$ cat config.mk
export PLATFORM = sky130hd
export DESIGN_NAME = pwm_channel_gen
export DESIGN_NICKNAME = d
export VERILOG_FILES = /design/src/rtl/pwm_ch_pkg.sv /design/src/rtl/pwm_cal_timer.sv /design/src/rtl/pwm_ext_mon.sv /design/src/rtl/pwm_core.sv /design/src/rtl/pwm_channel_gen.sv
export SDC_FILE = /design/constraint.sdc
export NUM_CORES = 1
export LEC_CHECK = 0
export BUFFER_PORTS_ARGS = -buffer_cell sky130_fd_sc_hd__buf_2
export CELL_PAD_IN_SITES_DETAIL_PLACEMENT = 1
export CELL_PAD_IN_SITES_GLOBAL_PLACEMENT = 2
export CORE_MARGIN = 2
export CORE_UTILIZATION = 34
export DETAILED_ROUTE_END_ITERATION = 10
export GPL_ROUTABILITY_DRIVEN = 0
export GPL_TIMING_DRIVEN = 0
export PLACE_DENSITY_LB_ADDON = 0.1
export SLEW_MARGIN = 20
export SYNTH_ARGS = -nofsm -noshare
export SYNTH_HDL_FRONTEND = slang
export SYNTH_SLANG_ARGS = --single-unit
$ cat constraint.sdc
create_clock -name clk -period 2.6 [get_ports clk]
set_clock_uncertainty 0.15 [all_clocks]
set_input_delay 0.65 -clock clk [delete_from_list [all_inputs] [get_ports clk]]
set_output_delay 0.65 -clock clk [all_outputs]
set_load 0.02 [all_outputs]
$ cat src/rtl/pwm_ch_pkg.sv
package pwm_ch_pkg;
  typedef enum logic [1:0] {
    CAL_IDLE  = 2'd0,
    CAL_ARMED = 2'd1,
    CAL_MEAS  = 2'd2
  } cal_state_e;
endpackage

$ cat src/rtl/pwm_cal_timer.sv
// Internal base tick whose period is set by timing a chip-select low pulse.
module pwm_cal_timer
  import pwm_ch_pkg::*;
#(
  parameter int unsigned DEF_PERIOD = 4,
  parameter int unsigned CAL_MIN    = 2,
  parameter int unsigned CAL_MAX    = 40
) (
  input  logic clk,
  input  logic rst_n,
  input  logic cal_cmd,
  input  logic cs_n,
  output logic tick
);
  localparam int unsigned PER_W = $clog2(CAL_MAX + 2);
  localparam logic [PER_W-1:0] MIN_V = PER_W'(CAL_MIN);
  localparam logic [PER_W-1:0] MAX_V = PER_W'(CAL_MAX);
  localparam logic [PER_W-1:0] SAT_V = PER_W'(CAL_MAX + 1);
  localparam logic [PER_W-1:0] DEF_V = PER_W'(DEF_PERIOD);
  localparam logic [PER_W-1:0] ONE_V = PER_W'(1);

  cal_state_e       state;
  logic             cs_q;
  logic [PER_W-1:0] meas;
  logic [PER_W-1:0] base;
  logic [PER_W-1:0] tcnt;
  logic             cs_fall;
  logic             cs_rise;

  assign cs_fall = cs_q & ~cs_n;
  assign cs_rise = ~cs_q & cs_n;

  // Pulse measurement and period update
  always_ff @(posedge clk or negedge rst_n) begin
    if (!rst_n) begin
      state <= CAL_IDLE;
      cs_q  <= 1'b1;
      meas  <= '0;
      base  <= DEF_V;
    end else begin
      cs_q <= cs_n;
      if (cal_cmd) begin
        state <= CAL_ARMED;
      end else begin
        case (state)
          CAL_ARMED: begin
            if (cs_fall) begin
              meas  <= ONE_V;
              state <= CAL_MEAS;
            end
          end
          CAL_MEAS: begin
            if (cs_rise) begin
              if (meas >= MIN_V && meas <= MAX_V) base <= meas;
              state <= CAL_IDLE;
            end else if (meas != SAT_V) begin
              meas <= meas + ONE_V;
            end
          end
          default: ;
        endcase
      end
    end
  end

  // Free-running divider producing one tick every base clocks
  assign tick = (tcnt >= base - ONE_V);

  always_ff @(posedge clk or negedge rst_n) begin
    if (!rst_n)    tcnt <= '0;
    else if (tick) tcnt <= '0;
    else           tcnt <= tcnt + ONE_V;
  end
endmodule

$ cat src/rtl/pwm_ext_mon.sv
// Synchronizes the external clock, checks its edge spacing and holds the fault flag.
module pwm_ext_mon #(
  parameter int unsigned EXT_MIN     = 4,
  parameter int unsigned EXT_MAX     = 20,
  parameter int unsigned SYNC_STAGES = 2
) (
  input  logic clk,
  input  logic rst_n,
  input  logic ext_clk,
  input  logic clk_sel_ext,
  input  logic fail_ack,
  output logic ext_tick,
  output logic clk_fail
);
  localparam int unsigned GAP_W = $clog2(EXT_MAX + 2);
  localparam logic [GAP_W-1:0] MIN_V = GAP_W'(EXT_MIN);
  localparam logic [GAP_W-1:0] MAX_V = GAP_W'(EXT_MAX);
  localparam logic [GAP_W-1:0] SAT_V = GAP_W'(EXT_MAX + 1);
  localparam logic [GAP_W-1:0] ONE_V = GAP_W'(1);

  // Synchronizer chain plus one extra flop for edge detection
  for (genvar i = 0; i <= SYNC_STAGES; i++) begin : g_sync
    logic q;
    if (i == 0) begin : g_first
      always_ff @(posedge clk or negedge rst_n) begin
        if (!rst_n) q <= 1'b0;
        else        q <= ext_clk;
      end
    end else begin : g_next
      always_ff @(posedge clk or negedge rst_n) begin
        if (!rst_n) q <= 1'b0;
        else        q <= g_sync[i-1].q;
      end
    end
  end

  logic             rise;
  logic [GAP_W-1:0] gap;
  logic             ok_now;
  logic             out_rng;
  logic             bad;

  assign rise    = g_sync[SYNC_STAGES-1].q & ~g_sync[SYNC_STAGES].q;
  assign out_rng = (gap < MIN_V) || (gap > MAX_V);
  assign bad     = rise ? out_rng : (gap > MAX_V);

  always_ff @(posedge clk or negedge rst_n) begin
    if (!rst_n) begin
      gap      <= '0;
      ok_now   <= 1'b0;
      clk_fail <= 1'b0;
    end else begin
      if (rise)             gap <= ONE_V;
      else if (gap != SAT_V) gap <= gap + ONE_V;

      if (bad)       ok_now <= 1'b0;
      else if (rise) ok_now <= 1'b1;

      if (bad && clk_sel_ext)       clk_fail <= 1'b1;
      else if (fail_ack && ok_now)  clk_fail <= 1'b0;
    end
  end

  assign ext_tick = rise & ~clk_fail;
endmodule

$ cat src/rtl/pwm_core.sv
// 256-tick period counter and on-request combination.
module pwm_core #(
  parameter int unsigned DUTY_W = 8
) (
  input  logic              clk,
  input  logic              rst_n,
  input  logic              tick,
  input  logic              pwm_en,
  input  logic [DUTY_W-1:0] duty,
  input  logic              din,
  input  logic              din_gate,
  input  logic              on_bit,
  input  logic              static_mode,
  output logic              on_req
);
  logic [DUTY_W-1:0] cnt;
  logic              pwm_hi;

  always_ff @(posedge clk or negedge rst_n) begin
    if (!rst_n)       cnt <= '0;
    else if (!pwm_en) cnt <= '0;
    else if (tick)    cnt <= cnt + DUTY_W'(1);
  end

  assign pwm_hi = (cnt < duty);
  assign on_req = (din & din_gate) | (on_bit & (static_mode | ~pwm_en | pwm_hi));
endmodule

$ cat src/rtl/pwm_channel_gen.sv
module pwm_channel_gen #(
  parameter int unsigned DUTY_W      = 8,
  parameter int unsigned DEF_PERIOD  = 4,
  parameter int unsigned CAL_MIN     = 2,
  parameter int unsigned CAL_MAX     = 40,
  parameter int unsigned EXT_MIN     = 4,
  parameter int unsigned EXT_MAX     = 20,
  parameter int unsigned SYNC_STAGES = 2
) (
  input  logic              clk,
  input  logic              rst_n,
  input  logic              din,
  input  logic              on_bit,
  input  logic              pwm_en,
  input  logic              din_gate,
  input  logic [DUTY_W-1:0] duty,
  input  logic              clk_sel_ext,
  input  logic              ext_clk,
  input  logic              cs_n,
  input  logic              cal_cmd,
  input  logic              fail_ack,
  output logic              on_req,
  output logic              clk_fail,
  output logic              fault_req
);
  logic int_tick;
  logic ext_tick;
  logic base_tick;
  logic static_mode;

  pwm_cal_timer #(
    .DEF_PERIOD(DEF_PERIOD),
    .CAL_MIN   (CAL_MIN),
    .CAL_MAX   (CAL_MAX)
  ) u_cal (
    .clk    (clk),
    .rst_n  (rst_n),
    .cal_cmd(cal_cmd),
    .cs_n   (cs_n),
    .tick   (int_tick)
  );

  pwm_ext_mon #(
    .EXT_MIN    (EXT_MIN),
    .EXT_MAX    (EXT_MAX),
    .SYNC_STAGES(SYNC_STAGES)
  ) u_mon (
    .clk        (clk),
    .rst_n      (rst_n),
    .ext_clk    (ext_clk),
    .clk_sel_ext(clk_sel_ext),
    .fail_ack   (fail_ack),
    .ext_tick   (ext_tick),
    .clk_fail   (clk_fail)
  );

  assign base_tick   = clk_sel_ext ? ext_tick : int_tick;
  assign static_mode = clk_sel_ext & clk_fail;
  assign fault_req   = clk_fail;

  pwm_core #(
    .DUTY_W(DUTY_W)
  ) u_core (
    .clk        (clk),
    .rst_n      (rst_n),
    .tick       (base_tick),
    .pwm_en     (pwm_en),
    .duty       (duty),
    .din        (din),
    .din_gate   (din_gate),
    .on_bit     (on_bit),
    .static_mode(static_mode),
    .on_req     (on_req)
  );
endmodule

Word-level counts from Yosys, hierarchy flattened
Index checks and enable logic that the tools add are counted.
{ "totals": {"register_bits": 39, "wordCells": 80, "input_bits": 19, "out_inout_bits": 3} }
{ "classes": {"muxes": 19, "add_sub_neg": 5, "reduce_logical": 12, "eq_ne": 10, "n_lt_le_gt_ge": 6, "bitwise": 16} }
{ "ops": {"columns": ["op", "count"], "rows": [
  ["$mux 6", 4],
  ["$mux 8", 2],
  ["$add 6x1->6 const B", 2],
  ["$pmux 6 s2", 1],
  ["$mux 5", 2],
  ["$add 8x1->8 const B", 1],
  ["$lt 8x8->1", 1],
  ["$reduce_bool 2->1", 4],
  ["$and 1x1->1", 7],
  ["$ge 6x2->1 const B", 1],
  ["$ge 6x6->1", 1],
  ["$le 6x6->1 const B", 1],
  ["$mux 1", 6],
  ["$mux 2", 3],
  ["$ne 2x1->1 const B", 3],
  ["$ne 3x2->1 const B", 2],
  ["$ne 6x6->1 const B", 1],
  ["$not 1->1", 6],
  ["$sub 6x1->6 const B", 1],
  ["$add 5x1->5 const B", 1],
  ["$gt 5x5->1 const B", 1],
  ["$lt 5x3->1 const B", 1],
  ["$ne 5x5->1 const B", 1],
  ["$reduce_and 5->1", 1],
  ["other kinds (10)", 14]
]} }

Longest topological paths before layout
{ "logic_depth": {"ltp_word": 6, "ltp_mapped": 11, "ltp_nobuf": 10} }

By module
From an unflattened synthesis, not the netlist that was laid out.
{ "unflattened": {"cells_unflattened": 229, "area_unflattened_um2": 2414.8} }
{ "by_module_without_submodules": {"columns": ["mod", "instances", "seq_area_each_um2", "area_each_um2", "cells_each"], "rows": [
  ["pwm_cal_timer", 1, 528.0, 1300.0, 126],
  ["pwm_core", 1, 200.2, 628.1, 62],
  ["pwm_ext_mon", 1, 250.2, 456.7, 38],
  ["pwm_channel_gen", 1, 0.0, 30.0, 3]
]} }

Least setup slack after synthesis
OpenSTA, ideal clock, no wires.
{ "synth_path": {"kind": "input to output", "startpoint": "input port duty[5]", "endpoint": "output port on_req", "required_time_ps": 1800, "stages": 7, "arrival_ps": 2021, "path_slack_ps": -221, "path_buffers": 0, "cell_sequence": "inv_1 -> ha_1 -> a21o_1 -> a21o_1 -> a21oi_1 -> o21ai_0 -> o21ai_0"} }
{ "synth_via": {"elab_chain_cells": 4} }
{ "synth_lines": {"columns": ["element", "line_no", "source"], "rows": [
  ["from (decl)", "pwm_channel_gen.sv:16", "input logic [DUTY_W-1:0] duty,"],
  ["$lt 8x8->1", "pwm_core.sv:25", "assign pwm_hi = (cnt < duty);"],
  ["$or 1x1->1", "pwm_core.sv:26", "assign on_req = (din & din_gate) | (on_bit & (static_mode | ~pwm_en | pwm_hi));"],
  ["$and 1x1->1", "pwm_core.sv:26", null],
  ["$or 1x1->1", "pwm_core.sv:26", null],
  ["to (decl)", "pwm_channel_gen.sv:22", "output logic on_req,"]
]} }
No other way between the ends.

Worst setup path after layout
{ "layout_path": {"startpoint": "register u_cal.base[1]", "endpoint": "register u_core.cnt[6]"} }
{ "layout_via": {"elab_chain_cells": 4} }
{ "layout_lines": {"columns": ["element", "line_no", "source"], "rows": [
  ["from (decl)", "pwm_cal_timer.sv:25", "logic [PER_W-1:0] base;"],
  ["from (signal assigned)", "pwm_cal_timer.sv:54", "if (meas >= MIN_V && meas <= MAX_V) base <= meas;"],
  ["$sub 6x1->6", "pwm_cal_timer.sv:67", "assign tick = (tcnt >= base - ONE_V);"],
  ["$ge 6x6->1", "pwm_cal_timer.sv:67", null],
  ["$mux 1", "pwm_channel_gen.sv:57", "assign base_tick = clk_sel_ext ? ext_tick : int_tick;"],
  ["$ne 2x1->1 (no source line)", null, null],
  ["to (signal assigned)", "pwm_core.sv:22", "else if (tick) cnt <= cnt + DUTY_W'(1);"],
  ["to (decl)", "pwm_core.sv:16", "logic [DUTY_W-1:0] cnt;"]
]} }
No other way between the ends.
A chain may end at the register's enable or synchronous reset.

==> metrics.txt <==
# TYPE chip_impl_metric gauge
chip_impl_metric{name="grt_start_max_net_pins",unit=""} 40
chip_impl_info{name="holdCritPathClass",value="register to register"} 1
chip_impl_metric{name="swShare",unit=""} 0.3117
chip_impl_metric{name="initial_utilization",unit=""} 0.3546
chip_impl_metric{name="area_of_the_mapped_netlist",unit="sq um"} 2265
chip_impl_metric{name="post_dp_cell_area",unit="sq um"} 2475
chip_impl_metric{name="worstPathMaxFanout",unit=""} 7
chip_impl_metric{name="drt_pre_antenna_iters",unit=""} 4
chip_impl_metric{name="timing.final.crit_share",unit=""} 1.037
chip_impl_metric{name="netlist_cell_types",unit=""} 43
chip_impl_metric{name="placed_cells_incl_taps",unit=""} 324
chip_impl_metric{name="layout.filler_cells",unit=""} 715
chip_impl_metric{name="clock_tree_buf_depth",unit=""} 2
chip_impl_metric{name="drt-total-wl",unit="microns"} 5033
chip_impl_info{name="timing.critical_path.cells",value="or3_4, nor3_4, xnor2_1, ha_1, nand2_2, o21ai_4, a211oi_4, or4_4, a21oi_2"} 1
chip_impl_info{name="timing.rr.start",value="u_cal.base[1]$_DFFE_PN0P_"} 1
chip_impl_metric{name="std_cell_rows",unit=""} 29
chip_impl_metric{name="design.portCount",unit=""} 22
chip_impl_metric{name="diodes",unit=""} 0
chip_impl_metric{name="netlist_instances",unit=""} 226
chip_impl_metric{name="report.final.slew_viol_count",unit=""} 0
chip_impl_metric{name="clkPwrFrac",unit=""} 0.328
chip_impl_info{name="clock_tree_from_tritoncts",value="done"} 1
chip_impl_metric{name="post_detailed_route_wirelength_per_cell",unit="microns"} 14.76
chip_impl_metric{name="pnr_worst_setup_slack",unit="ns"} -0.09695
chip_impl_metric{name="yosysSeqAreaShare",unit=""} 0.4320
chip_impl_metric{name="final_cell_count_no_fill",unit=""} 341
chip_impl_info{name="final_common_cell",value="dfrtp_1"} 1
chip_impl_metric{name="route.vias.total",unit=""} 1742
chip_impl_metric{name="whs",unit="ns"} 0.2153
chip_impl_metric{name="seqCellArea",unit="sq um"} 978.4
chip_impl_metric{name="critical_path_required",unit="ns"} 2.68
chip_impl_metric{name="postSynthRegisterBits",unit=""} 39
chip_impl_metric{name="drt.antenna.violating_nets",unit=""} 0
chip_impl_metric{name="grt.overflow.total",unit=""} 0
chip_impl_info{name="startpoint_type_of_the_worst_setup_path",value="register"} 1
chip_impl_metric{name="crit_arrival",unit="ns"} 2.78
chip_impl_metric{name="route.detailed.drc",unit=""} 0
chip_impl_info{name="cp_slowest_cell",value="or4_4"} 1
chip_impl_metric{name="switchingPower",unit="mW"} 0.5850
chip_impl_metric{name="tritoncts_num_sinks",unit=""} 39
chip_impl_metric{name="nets",unit=""} 304
chip_impl_metric{name="synth_nets",unit=""} 267
chip_impl_metric{name="die_width",unit="microns"} 85.62
chip_impl_metric{name="static-leakage-power",unit="nW"} 1.327
chip_impl_metric{name="final_core_utilization",unit=""} 0.4514
chip_impl_metric{name="grt_antenna_before_repair",unit=""} 0
chip_impl_info{name="top_flip_flop_cell_by_instance_count_after_synthesis",value="dfrtp_1"} 1
chip_impl_metric{name="period_minus_slack",unit="ns"} 2.697
chip_impl_metric{name="syn2layout_area_growth",unit="%"} 27.29
chip_impl_metric{name="worst_slew_margin_rel",unit=""} 0.3990
chip_impl_metric{name="final_area",unit="sq um"} 2883
chip_impl_metric{name="synth-warning-count",unit=""} 0
chip_impl_metric{name="vdd_drop_max",unit="V"} 0.0003447
chip_impl_metric{name="number_of_port_buffers",unit=""} 21
chip_impl_metric{name="maxCapViolations",unit=""} 0
chip_impl_info{name="master_cell_of_the_clock_root_buffer",value="clkbuf_8"} 1
chip_impl_info{name="worst_hold_startpoint",value="u_mon.g_sync[0].q$_DFF_PN0_"} 1
chip_impl_info{name="failing_checks",value="negative setup slack"} 1
chip_impl_metric{name="setup-violations-final",unit=""} 9
chip_impl_metric{name="synth_enable_flop_cells",unit=""} 0
chip_impl_metric{name="drt-initial-drc-count",unit=""} 34
chip_impl_info{name="final_cell_mix",value="dfrtp_1, ha_1, buf_2"} 1
chip_impl_info{name="cp_top_family",value="simple AND/OR/NAND/NOR gates"} 1
chip_impl_metric{name="path_buf_inv",unit=""} 0
chip_impl_metric{name="insertion_delay",unit="ns"} 0.29
chip_impl_metric{name="p_int",unit="mW"} 1.292
chip_impl_metric{name="hold_violations",unit=""} 0
chip_impl_info{name="crit_path_from",value="u_cal.base[1]$_DFFE_PN0P_"} 1
chip_impl_metric{name="clk_pin_slew",unit="ns"} 0.08
chip_impl_metric{name="avgViaCountPerCell",unit=""} 5.109
chip_impl_metric{name="die_area",unit="sq um"} 7330
chip_impl_info{name="worst_setup_path_end_kind",value="register"} 1
chip_impl_metric{name="cts_h_tree_lvls",unit=""} 2
chip_impl_metric{name="power.density_cell_area",unit="nW/um^2"} 651.0
chip_impl_info{name="post_synth_main_area_contributors",value="dfrtp_1, ha_1, xor2_1, inv_1, nor2_1"} 1
chip_impl_metric{name="syn_area_per_cell",unit="sq um"} 10.02
chip_impl_metric{name="globalRouteTotalUtil",unit=""} 0.1540
chip_impl_metric{name="drive_above_1_share",unit=""} 0.2879
chip_impl_metric{name="share_of_flip_flops_with_an_asynchronous_set_or_reset_after_synthesis",unit=""} 1.000
chip_impl_info{name="yosys.area.top_type",value="dfrtp_1"} 1
chip_impl_metric{name="inserted_clock_buffers",unit=""} 5
chip_impl_metric{name="fmax",unit="GHz"} 0.3708
chip_impl_metric{name="die_h",unit="microns"} 85.62
chip_impl_metric{name="tightestPinTransition",unit="ns"} 0.9014
chip_impl_metric{name="core_area",unit="sq um"} 6386
chip_impl_metric{name="synth.top_cell.area_share",unit=""} 0.4088
chip_impl_info{name="criticalPathCategory",value="register to register"} 1
chip_impl_metric{name="number_of_global_route_vias_before_repair",unit=""} 1846
chip_impl_metric{name="place_ws",unit="ns"} -0.2805
chip_impl_metric{name="multi_input_area",unit="sq um"} 1378
chip_impl_info{name="grt_setup_unrepaired",value="yes"} 1
chip_impl_metric{name="part_of_the_total_power_dissipated_in_sequential_elements",unit=""} 0.412
chip_impl_info{name="status",value="finished, violations left"} 1
chip_impl_metric{name="grt_first_pass_wirelength",unit="microns"} 8921
chip_impl_metric{name="dpl.hpwl",unit="microns"} 3337
chip_impl_metric{name="critical-path-max-stage-delay",unit="ns"} 0.53
chip_impl_metric{name="comb_power_share",unit=""} 0.261
per-stage QoR:
| step | TNS (ns) | total power, mW |
|---|---|---|
| after CTS | -0.3686 | 1.887 |
| after global routing | -1.919 | 2.008 |
| after floorplan | 0 | 1.054 |
| after detailed placement | -1.878 | 1.190 |
| after global placement | -2.217 | 1.182 |
| final | -0.6179 | 1.877 |
cell usage after synthesis, types with 2 or more instances:
cell type and count:
a21o_1 7, a21oi_1 14, a22o_1 4, and2_1 2
and3_1 2, dfrtp_1 37, dfstp_2 2, ha_1 22
inv_1 19, mux2_4 2, mux2i_1 2, nand2_1 14
nand2b_1 7, nand3_1 7, nand4_1 4, nor2_1 19
nor2b_1 4, nor3_1 2, o21ai_0 8, o31ai_1 6
or3_1 2, or4_1 6, xnor2_1 6, xor2_1 9
repair_timing:
item / CTS / global route
resized for setup: 34 / 14
hold buffers: 0 / 0
endpoints found under the setup margin: 9 / 15
setup buffers: 9 / 0
pin swaps: 26 / 17
gates cloned: 1 / 0
power by group through the flow:
| stage | Sequential, mW | Clock, mW | Combinational [mW] |
|---|---|---|---|
| after CTS | 0.774 | 0.636 | 0.477 |
| after global placement | 0.785 | 0 | 0.397 |
| after global routing | 0.794 | 0.661 | 0.554 |
| after floorplan | 0.771 | 0 | 0.282 |
| final | 0.773 | 0.615 | 0.489 |
| after detailed placement | 0.785 | 0 | 0.404 |
cell families after synthesis:
kind of cell             count (synthesis)  share of synthesized area
AND/OR/NAND/NOR                         76                     0.1790
AO/OA/AOI/OAI                           48                     0.1486
multiplexers                             4                    0.02210
adder cells (fa/ha/maj)                 22                     0.1215
flip-flops                              39                     0.4320
buffers and inverters                   22                    0.03867
XOR/XNOR                                15                    0.05801
worst paths after layout:
| path | to | cells after the start | slack, ns |
|---|---|---|---|
| min | u_mon.g_sync[1].q$_DFF_PN0_ | 0 | 0.22 |
| min reg2reg | u_mon.g_sync[1].q$_DFF_PN0_ | 0 | 0.22 |
| max in group asynchronous | u_cal.tcnt[3]$_DFF_PN0_ | 1 | 1.41 |
| min in group asynchronous | u_cal.meas[2]$_DFFE_PN0P_ | 1 | 0.33 |
| max reg2reg | u_core.cnt[6]$_DFFE_PN0P_ | 9 | -0.1 |
| max | u_core.cnt[6]$_DFFE_PN0P_ | 9 | -0.1 |
registers in the layout, indices dropped and copies added (netlist names):
register and count:
u_cal.cs_q 1, u_mon.g_sync.q 3, u_mon.ok_now 1, u_cal.base 6, u_cal.tcnt 6, u_core.cnt 8
u_mon.gap 5, u_cal.meas 6, u_mon.clk_fail 1, u_cal.state 2
layer usage:
metal	wire length, microns	up-vias	global-route usage
li1	-	869	-
met1	2383	847	0.2006
met2	2419	21	0.2536
met3	151	5	0.03465
met4	77	0	0.05195
met5	0	-	0
area by class of cell:
class | count | share of cell area
Buffer | 3 | 0.007813
Clock inverter | 3 | 0.02344
Tap cell | 77 | 0.03342
Clock buffer | 5 | 0.02387
Timing Repair Buffer | 30 | 0.06944
Sequential cell | 39 | 0.3394
Inverter | 19 | 0.02474
Multi-Input combinational cell | 165 | 0.4779
(Power assumes the default switching activity.)
